==> config.mk <==
export PLATFORM = sky130hd
export DESIGN_NAME = smc_core
export DESIGN_NICKNAME = d
export VERILOG_FILES = /design/src/rtl/smc_pkg.sv /design/src/rtl/smc_decode.sv /design/src/rtl/smc_alu.sv /design/src/rtl/smc_stack.sv /design/src/rtl/smc_core.sv
export SDC_FILE = /design/constraint.sdc
export NUM_CORES = 1
export LEC_CHECK = 0
export ABC_AREA = 1
export BUFFER_PORTS_ARGS = -buffer_cell sky130_fd_sc_hd__buf_4
export CORE_MARGIN = 3
export CORE_UTILIZATION = 50
export DETAILED_ROUTE_END_ITERATION = 6
export GPL_TIMING_DRIVEN = 0
export HOLD_SLACK_MARGIN = 0.15
export PLACE_DENSITY = 0.69
export SLEW_MARGIN = 20
export SYNTH_ARGS = -nofsm -noshare
export SYNTH_HDL_FRONTEND = slang
export SYNTH_HIERARCHICAL = 1
export SYNTH_SLANG_ARGS = --single-unit
export TNS_END_PERCENT = 100
==> constraint.sdc <==
create_clock -name clk -period 5.85 [get_ports clk]
set_input_delay 1.17 -clock clk [delete_from_list [all_inputs] [get_ports clk]]
set_output_delay 1.17 -clock clk [all_outputs]
set_load 0.03 [all_outputs]
==> src/rtl/smc_pkg.sv <==
package smc_pkg;

    typedef enum logic [3:0] {
        K_NOP, K_ALU, K_DUP, K_SWAP, K_DROP, K_OVER, K_LOAD,
        K_STORE, K_RET, K_HALT, K_PUSH, K_JMP, K_JZ, K_CALL
    } kind_e;

    typedef enum logic [2:0] {
        A_ADD, A_SUB, A_AND, A_OR, A_XOR, A_LTU
    } alu_e;

    typedef enum logic [2:0] {
        S_FETCH, S_EXEC, S_ARGW, S_ARG, S_LOADW, S_STOP
    } state_e;

    typedef struct packed {
        kind_e      kind;
        alu_e       alu;
        logic       has_arg;
        logic [1:0] need;
        logic [1:0] pops;
        logic [1:0] pushes;
    } dec_t;

    localparam logic [1:0] CL_ALU = 2'd0;
    localparam logic [1:0] CL_STK = 2'd1;
    localparam logic [1:0] CL_ARG = 2'd2;

    localparam logic [1:0] FLT_NONE  = 2'b00;
    localparam logic [1:0] FLT_UNDER = 2'b01;
    localparam logic [1:0] FLT_OVER  = 2'b10;
    localparam logic [1:0] FLT_RET   = 2'b11;

    function automatic dec_t effect(kind_e k, alu_e a, logic arg,
                                    int need, int pops, int pushes);
        dec_t d;
        d.kind    = k;
        d.alu     = a;
        d.has_arg = arg;
        d.need    = 2'(need);
        d.pops    = 2'(pops);
        d.pushes  = 2'(pushes);
        return d;
    endfunction

endpackage

==> src/rtl/smc_decode.sv <==
module smc_decode
    import smc_pkg::*;
(
    input  logic [7:0] op_byte,
    output dec_t       dec
);
    logic [1:0] cls;
    logic [5:0] op;

    assign cls = op_byte[7:6];
    assign op  = op_byte[5:0];

    always_comb begin
        dec = effect(K_NOP, A_ADD, 1'b0, 0, 0, 0);
        unique case (cls)
            CL_ALU: begin
                case (op)
                    6'd0: dec = effect(K_ALU, A_ADD, 1'b0, 2, 2, 1);
                    6'd1: dec = effect(K_ALU, A_SUB, 1'b0, 2, 2, 1);
                    6'd2: dec = effect(K_ALU, A_AND, 1'b0, 2, 2, 1);
                    6'd3: dec = effect(K_ALU, A_OR,  1'b0, 2, 2, 1);
                    6'd4: dec = effect(K_ALU, A_XOR, 1'b0, 2, 2, 1);
                    6'd5: dec = effect(K_ALU, A_LTU, 1'b0, 2, 2, 1);
                    default: ;
                endcase
            end
            CL_STK: begin
                case (op)
                    6'd0: dec = effect(K_DUP,   A_ADD, 1'b0, 1, 0, 1);
                    6'd1: dec = effect(K_SWAP,  A_ADD, 1'b0, 2, 2, 2);
                    6'd2: dec = effect(K_DROP,  A_ADD, 1'b0, 1, 1, 0);
                    6'd3: dec = effect(K_OVER,  A_ADD, 1'b0, 2, 0, 1);
                    6'd4: dec = effect(K_LOAD,  A_ADD, 1'b0, 1, 1, 0);
                    6'd5: dec = effect(K_STORE, A_ADD, 1'b0, 2, 2, 0);
                    6'd6: dec = effect(K_RET,   A_ADD, 1'b0, 0, 0, 0);
                    6'd7: dec = effect(K_HALT,  A_ADD, 1'b0, 0, 0, 0);
                    default: ;
                endcase
            end
            CL_ARG: begin
                case (op)
                    6'd0: dec = effect(K_PUSH, A_ADD, 1'b1, 0, 0, 1);
                    6'd1: dec = effect(K_JMP,  A_ADD, 1'b1, 0, 0, 0);
                    6'd2: dec = effect(K_JZ,   A_ADD, 1'b1, 1, 1, 0);
                    6'd3: dec = effect(K_CALL, A_ADD, 1'b1, 0, 0, 0);
                    default: ;
                endcase
            end
            default: ;
        endcase
    end
endmodule

==> src/rtl/smc_alu.sv <==
module smc_alu
    import smc_pkg::*;
#(
    parameter int W = 16
) (
    input  alu_e         op,
    input  logic [W-1:0] lhs,
    input  logic [W-1:0] rhs,
    output logic [W-1:0] y
);
    always_comb begin
        unique case (op)
            A_ADD:   y = lhs + rhs;
            A_SUB:   y = lhs - rhs;
            A_AND:   y = lhs & rhs;
            A_OR:    y = lhs | rhs;
            A_XOR:   y = lhs ^ rhs;
            A_LTU:   y = {{(W-1){1'b0}}, (lhs < rhs)};
            default: y = '0;
        endcase
    end
endmodule

==> src/rtl/smc_stack.sv <==
module smc_stack #(
    parameter int W     = 16,
    parameter int DEPTH = 16,
    parameter int NRD   = 2,
    parameter int NWR   = 2,
    localparam int DW   = $clog2(DEPTH + 1)
) (
    input  logic                   clk,
    input  logic                   rst,
    input  logic                   en,
    input  logic [1:0]             pop_n,
    input  logic [1:0]             push_n,
    input  logic [NWR-1:0][W-1:0]  wr,
    output logic [DW-1:0]          depth,
    output logic [NRD-1:0][W-1:0]  rd
);
    logic [W-1:0]  cells [DEPTH];
    logic [DW-1:0] base;

    assign base = depth - DW'(pop_n);

    always_ff @(posedge clk) begin
        if (rst) begin
            depth <= '0;
        end else if (en) begin
            depth <= base + DW'(push_n);
        end
    end

    always_ff @(posedge clk) begin
        if (en) begin
            for (int i = 0; i < DEPTH; i++) begin
                for (int k = 0; k < NWR; k++) begin
                    if (int'(push_n) > k && base + DW'(k) == DW'(i)) begin
                        cells[i] <= wr[k];
                    end
                end
            end
        end
    end

    generate
        for (genvar k = 0; k < NRD; k++) begin : g_rd
            always_comb begin
                rd[k] = '0;
                for (int i = 0; i < DEPTH; i++) begin
                    if (DW'(i + k + 1) == depth) begin
                        rd[k] = cells[i];
                    end
                end
            end
        end
    endgenerate
endmodule

==> src/rtl/smc_core.sv <==
module smc_core
    import smc_pkg::*;
#(
    parameter int DW   = 16,
    parameter int IW   = 8,
    parameter int PCW  = 8,
    parameter int AW   = 8,
    parameter int DSD  = 16,
    parameter int RSD  = 8
) (
    input  logic           clk,
    input  logic           rst,
    output logic [PCW-1:0] imem_addr,
    input  logic [IW-1:0]  imem_data,
    output logic [AW-1:0]  dmem_addr,
    output logic [DW-1:0]  dmem_wdata,
    output logic           dmem_we,
    input  logic [DW-1:0]  dmem_rdata,
    output logic [DW-1:0]  top_value,
    output logic           done,
    output logic [1:0]     fault
);
    localparam int DDW = $clog2(DSD + 1);
    localparam int RDW = $clog2(RSD + 1);

    state_e          state;
    logic [PCW-1:0]  pc;
    logic [IW-1:0]   ir;
    logic [IW-1:0]   op_byte;
    dec_t            dec;
    logic            act;
    logic [1:0]      flt_now;
    logic            go;

    logic [DDW-1:0]          ds_depth;
    logic [1:0][DW-1:0]      ds_rd;
    logic [1:0][DW-1:0]      ds_wr;
    logic                    ds_en;
    logic [1:0]              ds_pop;
    logic [1:0]              ds_push;
    logic [DW-1:0]           alu_y;

    logic [RDW-1:0]          rs_depth;
    logic [0:0][PCW-1:0]     rs_rd;
    logic [0:0][PCW-1:0]     rs_wr;
    logic                    rs_en;
    logic [1:0]              rs_pop;
    logic [1:0]              rs_push;

    assign op_byte = (state == S_ARG) ? ir : imem_data;

    smc_decode u_dec (
        .op_byte (op_byte),
        .dec     (dec)
    );

    smc_alu #(.W(DW)) u_alu (
        .op  (dec.alu),
        .lhs (ds_rd[1]),
        .rhs (ds_rd[0]),
        .y   (alu_y)
    );

    assign act = (state == S_ARG) || (state == S_EXEC && !dec.has_arg);

    always_comb begin
        flt_now = FLT_NONE;
        if (int'(ds_depth) < int'(dec.need)) begin
            flt_now = FLT_UNDER;
        end else if (int'(ds_depth) - int'(dec.pops) + int'(dec.pushes) > DSD) begin
            flt_now = FLT_OVER;
        end else if ((dec.kind == K_CALL && int'(rs_depth) == RSD) ||
                     (dec.kind == K_RET && rs_depth == '0)) begin
            flt_now = FLT_RET;
        end
    end

    assign go = act && (flt_now == FLT_NONE);

    always_comb begin
        ds_wr = '0;
        unique case (dec.kind)
            K_ALU:   ds_wr[0] = alu_y;
            K_DUP:   ds_wr[0] = ds_rd[0];
            K_SWAP:  begin
                ds_wr[0] = ds_rd[0];
                ds_wr[1] = ds_rd[1];
            end
            K_OVER:  ds_wr[0] = ds_rd[1];
            K_PUSH:  ds_wr[0] = {{(DW-IW){1'b0}}, imem_data};
            default: ;
        endcase
        if (state == S_LOADW) begin
            ds_wr[0] = dmem_rdata;
        end
    end

    assign ds_en   = go || (state == S_LOADW);
    assign ds_pop  = (state == S_LOADW) ? 2'd0 : dec.pops;
    assign ds_push = (state == S_LOADW) ? 2'd1 : dec.pushes;

    smc_stack #(.W(DW), .DEPTH(DSD), .NRD(2), .NWR(2)) u_dstk (
        .clk    (clk),
        .rst    (rst),
        .en     (ds_en),
        .pop_n  (ds_pop),
        .push_n (ds_push),
        .wr     (ds_wr),
        .depth  (ds_depth),
        .rd     (ds_rd)
    );

    assign rs_en      = go && (dec.kind == K_CALL || dec.kind == K_RET);
    assign rs_pop     = (dec.kind == K_RET)  ? 2'd1 : 2'd0;
    assign rs_push    = (dec.kind == K_CALL) ? 2'd1 : 2'd0;
    assign rs_wr[0]   = pc + PCW'(1);

    smc_stack #(.W(PCW), .DEPTH(RSD), .NRD(1), .NWR(1)) u_rstk (
        .clk    (clk),
        .rst    (rst),
        .en     (rs_en),
        .pop_n  (rs_pop),
        .push_n (rs_push),
        .wr     (rs_wr),
        .depth  (rs_depth),
        .rd     (rs_rd)
    );

    always_ff @(posedge clk) begin
        if (rst) begin
            state <= S_FETCH;
            pc    <= '0;
            ir    <= '0;
            fault <= FLT_NONE;
        end else begin
            unique case (state)
                S_FETCH: state <= S_EXEC;
                S_EXEC: begin
                    if (dec.has_arg) begin
                        ir    <= imem_data;
                        pc    <= pc + PCW'(1);
                        state <= S_ARGW;
                    end else if (flt_now != FLT_NONE) begin
                        fault <= flt_now;
                        state <= S_STOP;
                    end else begin
                        unique case (dec.kind)
                            K_HALT: state <= S_STOP;
                            K_RET: begin
                                pc    <= rs_rd[0];
                                state <= S_FETCH;
                            end
                            K_LOAD: begin
                                pc    <= pc + PCW'(1);
                                state <= S_LOADW;
                            end
                            default: begin
                                pc    <= pc + PCW'(1);
                                state <= S_FETCH;
                            end
                        endcase
                    end
                end
                S_ARGW: state <= S_ARG;
                S_ARG: begin
                    if (flt_now != FLT_NONE) begin
                        fault <= flt_now;
                        state <= S_STOP;
                    end else begin
                        state <= S_FETCH;
                        unique case (dec.kind)
                            K_JMP:  pc <= PCW'(imem_data);
                            K_CALL: pc <= PCW'(imem_data);
                            K_JZ:   pc <= (ds_rd[0] == '0) ? PCW'(imem_data)
                                                           : pc + PCW'(1);
                            default: pc <= pc + PCW'(1);
                        endcase
                    end
                end
                S_LOADW: state <= S_FETCH;
                default: state <= S_STOP;
            endcase
        end
    end

    assign imem_addr  = pc;
    assign dmem_addr  = ds_rd[0][AW-1:0];
    assign dmem_wdata = ds_rd[1];
    assign dmem_we    = go && (dec.kind == K_STORE);
    assign top_value  = ds_rd[0];
    assign done       = (state == S_STOP);

endmodule

==> results.toml <==
[run_status]
outcome = "complete, but fails checks"
violations = "design-rule violations"

[sta]
finClkSkew_ns = 0.0393
drv_slew = 0
hold_viol = 0
setup_viol = 0
fin_crit_sh_pct = 97.6
setup_tns_ns = 0
tightest_slew_ns = 1.08
period_minus_slack_ns = 5.71
fmax_mhz = 175
slew_headroom_pct = 27.9

[logic_synthesis]
synth.distinct_cells = 52
synth-seq-cells = 350
synth-edff-count = 320
synth_compound_area_share_pct = 11.4
synth-seq-area-share_pct = 42.5
yosys_warnings = 6
synthAdderAreaFrac_pct = 4.05
synth_xor_area_share_pct = 0.432
synth_top_family_by_area = "simple AND/OR/NAND/NOR gates"
synthSimpleGateAreaFrac_pct = 31.9
syn_inst = 3338
synth-main-ff-cell = "edfxtp_1"
syn_area_sq_um = 24000
synth_mux_area_share_pct = 0
async_reset_ff_share_pct = 0
syn_area_per_cell_sq_um = 7.20

[route]
ant_nets = 0
routed_wl_mm = 91.4
vias_per_cell = 5.92
avgRoutedWirePerCell_um = 21.9
drt_iter0_drc = 3717
drt_first_pass_iters = 7
vias = 24743
drc_errors = 1

[setup_path]
r2r_end = "u_dstk/cells[0][12]"
crit_path_end = "dmem_we"
cp.arrival_ns = 4.54
required_ns = 4.68
crit_fanout = 6
start_kind = "flip-flop"
worst_setup_path_startpoint = "state[1]"
reg2reg_slack_ns = 0.25
crit_path_end_kind = "output port"
r2r_start = "u_dstk/depth[0]"
critical_path_class = "flip-flop to output port"
reg2reg_depth = 30

[finish]
regArea_sq_um = 10200
multi_input_area_sq_um = 12000
final_common_cell = "nand2_1"
final_layout_size_suffix_gt1_share_pct = 13.7
fin_util_pct = 59.2
nets = 3637
design_area_sq_um = 27900
areaGrowthSynthToFinish_pct = 15.9
final_cell_mix = "nand2_1, inv_1, edfxtp_1"
n_fill_cell = 4302
num_antenna_cells = 0

[power]
ir_drop_mv = 0.515
p_leak_nw = 11.4
p_per_area_nw_per_um2 = 484

[clocking]
clk_pin_slew_ns = 0.07
htree_levels = 2
clock-root-buffer = "clkbuf_16"
cts_made_buffers = 40
clock_path_buffers = 3
cts_tree = "done"
cts_sinks = 350
clk_latency_ns = 0.59

[place]
port-buffer-count = 77
place_area_sq_um = 25400
routabilityCongestion = 1.04
dpl.hpwl_mm = 66.2

[die]
core_sq_um = 47100
start_util_pct = 51.1
fp.dieH_um = 225
die_w_um = 225
num_rows = 79
dieArea_sq_um = 50800
io_pins = 78

[global_route]
grt_max_degree = 17
grt_pass1_wl_mm = 135
grt_pass1_vias = 22933
overflow = 0
antenna_found_initial = 0
grtUsageTotal_pct = 34.9

[worst_hold_path]
holdCritPathClass = "flip-flop to flip-flop"

[run]
maxCapViolations = 0
==> layer usage <==
| layer | routed length, um | share of wire, % | GRT usage [%] | vias to the layer above |
|---|---|---|---|---|
| met3 | 11400 | 13 | 10.5 | 254 |
| met1 | 35800 | 39 | 46.4 | 11637 |
| met5 | 0 | 0 | 0 | - |
| met2 | 40500 | 44 | 54.0 | 1460 |
| met4 | 3680 | 4.0 | 13.5 | 0 |
| li1 | - | - | - | 11392 |
==> flip-flops by register name, summed over array words and instances, names as in the netlist <==
register,flops
ir,8
fault,2
u_dstk/cells,256
imem_addr,8
state,3
u_rstk/cells,64
u_rstk/depth,4
u_dstk/depth,5
==> critical path, stage by stage (launching register included) <==
cell,delay [ns]
dfxtp_2,0.36
inv_2,0.06
nor3_4,0.27
clkbuf_8,0.22
buf_4,0.12
nand2_1,0.08
o21ai_4,0.13
nand2_2,0.12
nor2_4,0.13
nand3_2,0.08
nand2_1,0.09
inv_2,0.06
fa_1,0.58
fa_1,0.42
or2_4,0.23
nor2_1,0.10
nand3_1,0.09
nand3_1,0.09
nand2_1,0.06
nand2_2,0.10
nand2_4,0.07
inv_4,0.06
o21ai_4,0.08
nor3_4,0.20
buf_6,0.17
==> cells by family after synthesis <==
logic type / count (synthesis)
AO/OA/AOI/OAI: 507
XOR/XNOR: 11
adder cells (fa/ha/maj): 73
buffers and inverters: 591
flip-flops: 350
other: 1
AND/OR/NAND/NOR: 1805
==> timing repair <==
action | 4_1_cts | 5_1_grt
buffers inserted | 23 | 49
resized for setup | 96 | 122
hold buffers | 0 | 0
endpoints found under the setup margin | 577 | 463
cloned | 5 | 3
pin swaps | 19 | 39
==> power by group <==
part	internal, W	switching (W)
Combinational	0.00249	0.00548
Clock	0.00144	0.00108
Sequential	0.00293	0.0000738
Total	0.00687	0.00663
==> final cells by class <==
class	count	area share, %
inverter	392	5.29
multi-input combinational	2407	42.9
sequential	350	36.7
clock buffer	47	3.69
clock inverter	27	0.952
tap	607	2.72
buffer	197	3.49
timing repair buffer	150	4.28
==> per-stage QoR <==
stage          std cells  setup slack [ns]  total power (W)  hold WS (ns)
2_1_floorplan       3341         -0.000791          0.00787         0.505
3_3_place_gp        4025             -1.63           0.0102         0.517
3_5_place_dp        4025             -1.64           0.0103         0.531
4_1_cts             4126           0.00172           0.0129         0.541
5_1_grt             4177           -0.0661           0.0143         0.559
6_report            4177             0.142           0.0135         0.545
==> worst min path at each step <==
stage,from,endpoint,slack [ns],depth (start not counted)
6_report,imem_addr[6],imem_addr[6],0.55,2
5_1_grt,imem_addr[6],imem_addr[6],0.56,2
4_1_cts,imem_addr[6],imem_addr[6],0.54,2
3_5_place_dp,imem_addr[7],imem_addr[7],0.53,2
3_3_place_gp,imem_addr[7],imem_addr[7],0.52,2
2_1_floorplan,ir[0],ir[0],0.50,2
==> synth_stat cells, types with 6 or more instances <==
| cell type | instances | area [sq um] |
|---|---|---|
| nand2_1 | 1109 | 4160 |
| inv_1 | 355 | 1330 |
| edfxtp_1 | 320 | 9610 |
| nor2_1 | 279 | 1050 |
| nand3_1 | 191 | 956 |
| o21ai_0 | 188 | 941 |
| o21ai_1 | 148 | 741 |
| nand4_1 | 128 | 801 |
| clkbuf_1 | 121 | 454 |
| a21oi_1 | 91 | 455 |
| ha_1 | 65 | 813 |
| buf_2 | 35 | 175 |
| inv_2 | 35 | 131 |
| o211ai_1 | 32 | 240 |
| dfxtp_1 | 30 | 601 |
| buf_1 | 25 | 93.8 |
| nor3_1 | 23 | 115 |
| o22ai_1 | 16 | 100 |
| buf_4 | 15 | 113 |
| nor2_2 | 15 | 93.8 |
| or2_2 | 12 | 75.1 |
| nand2_2 | 10 | 62.6 |
| o2111ai_1 | 9 | 78.8 |
| or2_0 | 9 | 56.3 |
| fa_1 | 8 | 160 |
| nor2_4 | 8 | 90.1 |
| xor2_1 | 8 | 70.1 |
| a211oi_1 | 6 | 45.0 |
Power figures use the tool's default switching activity.
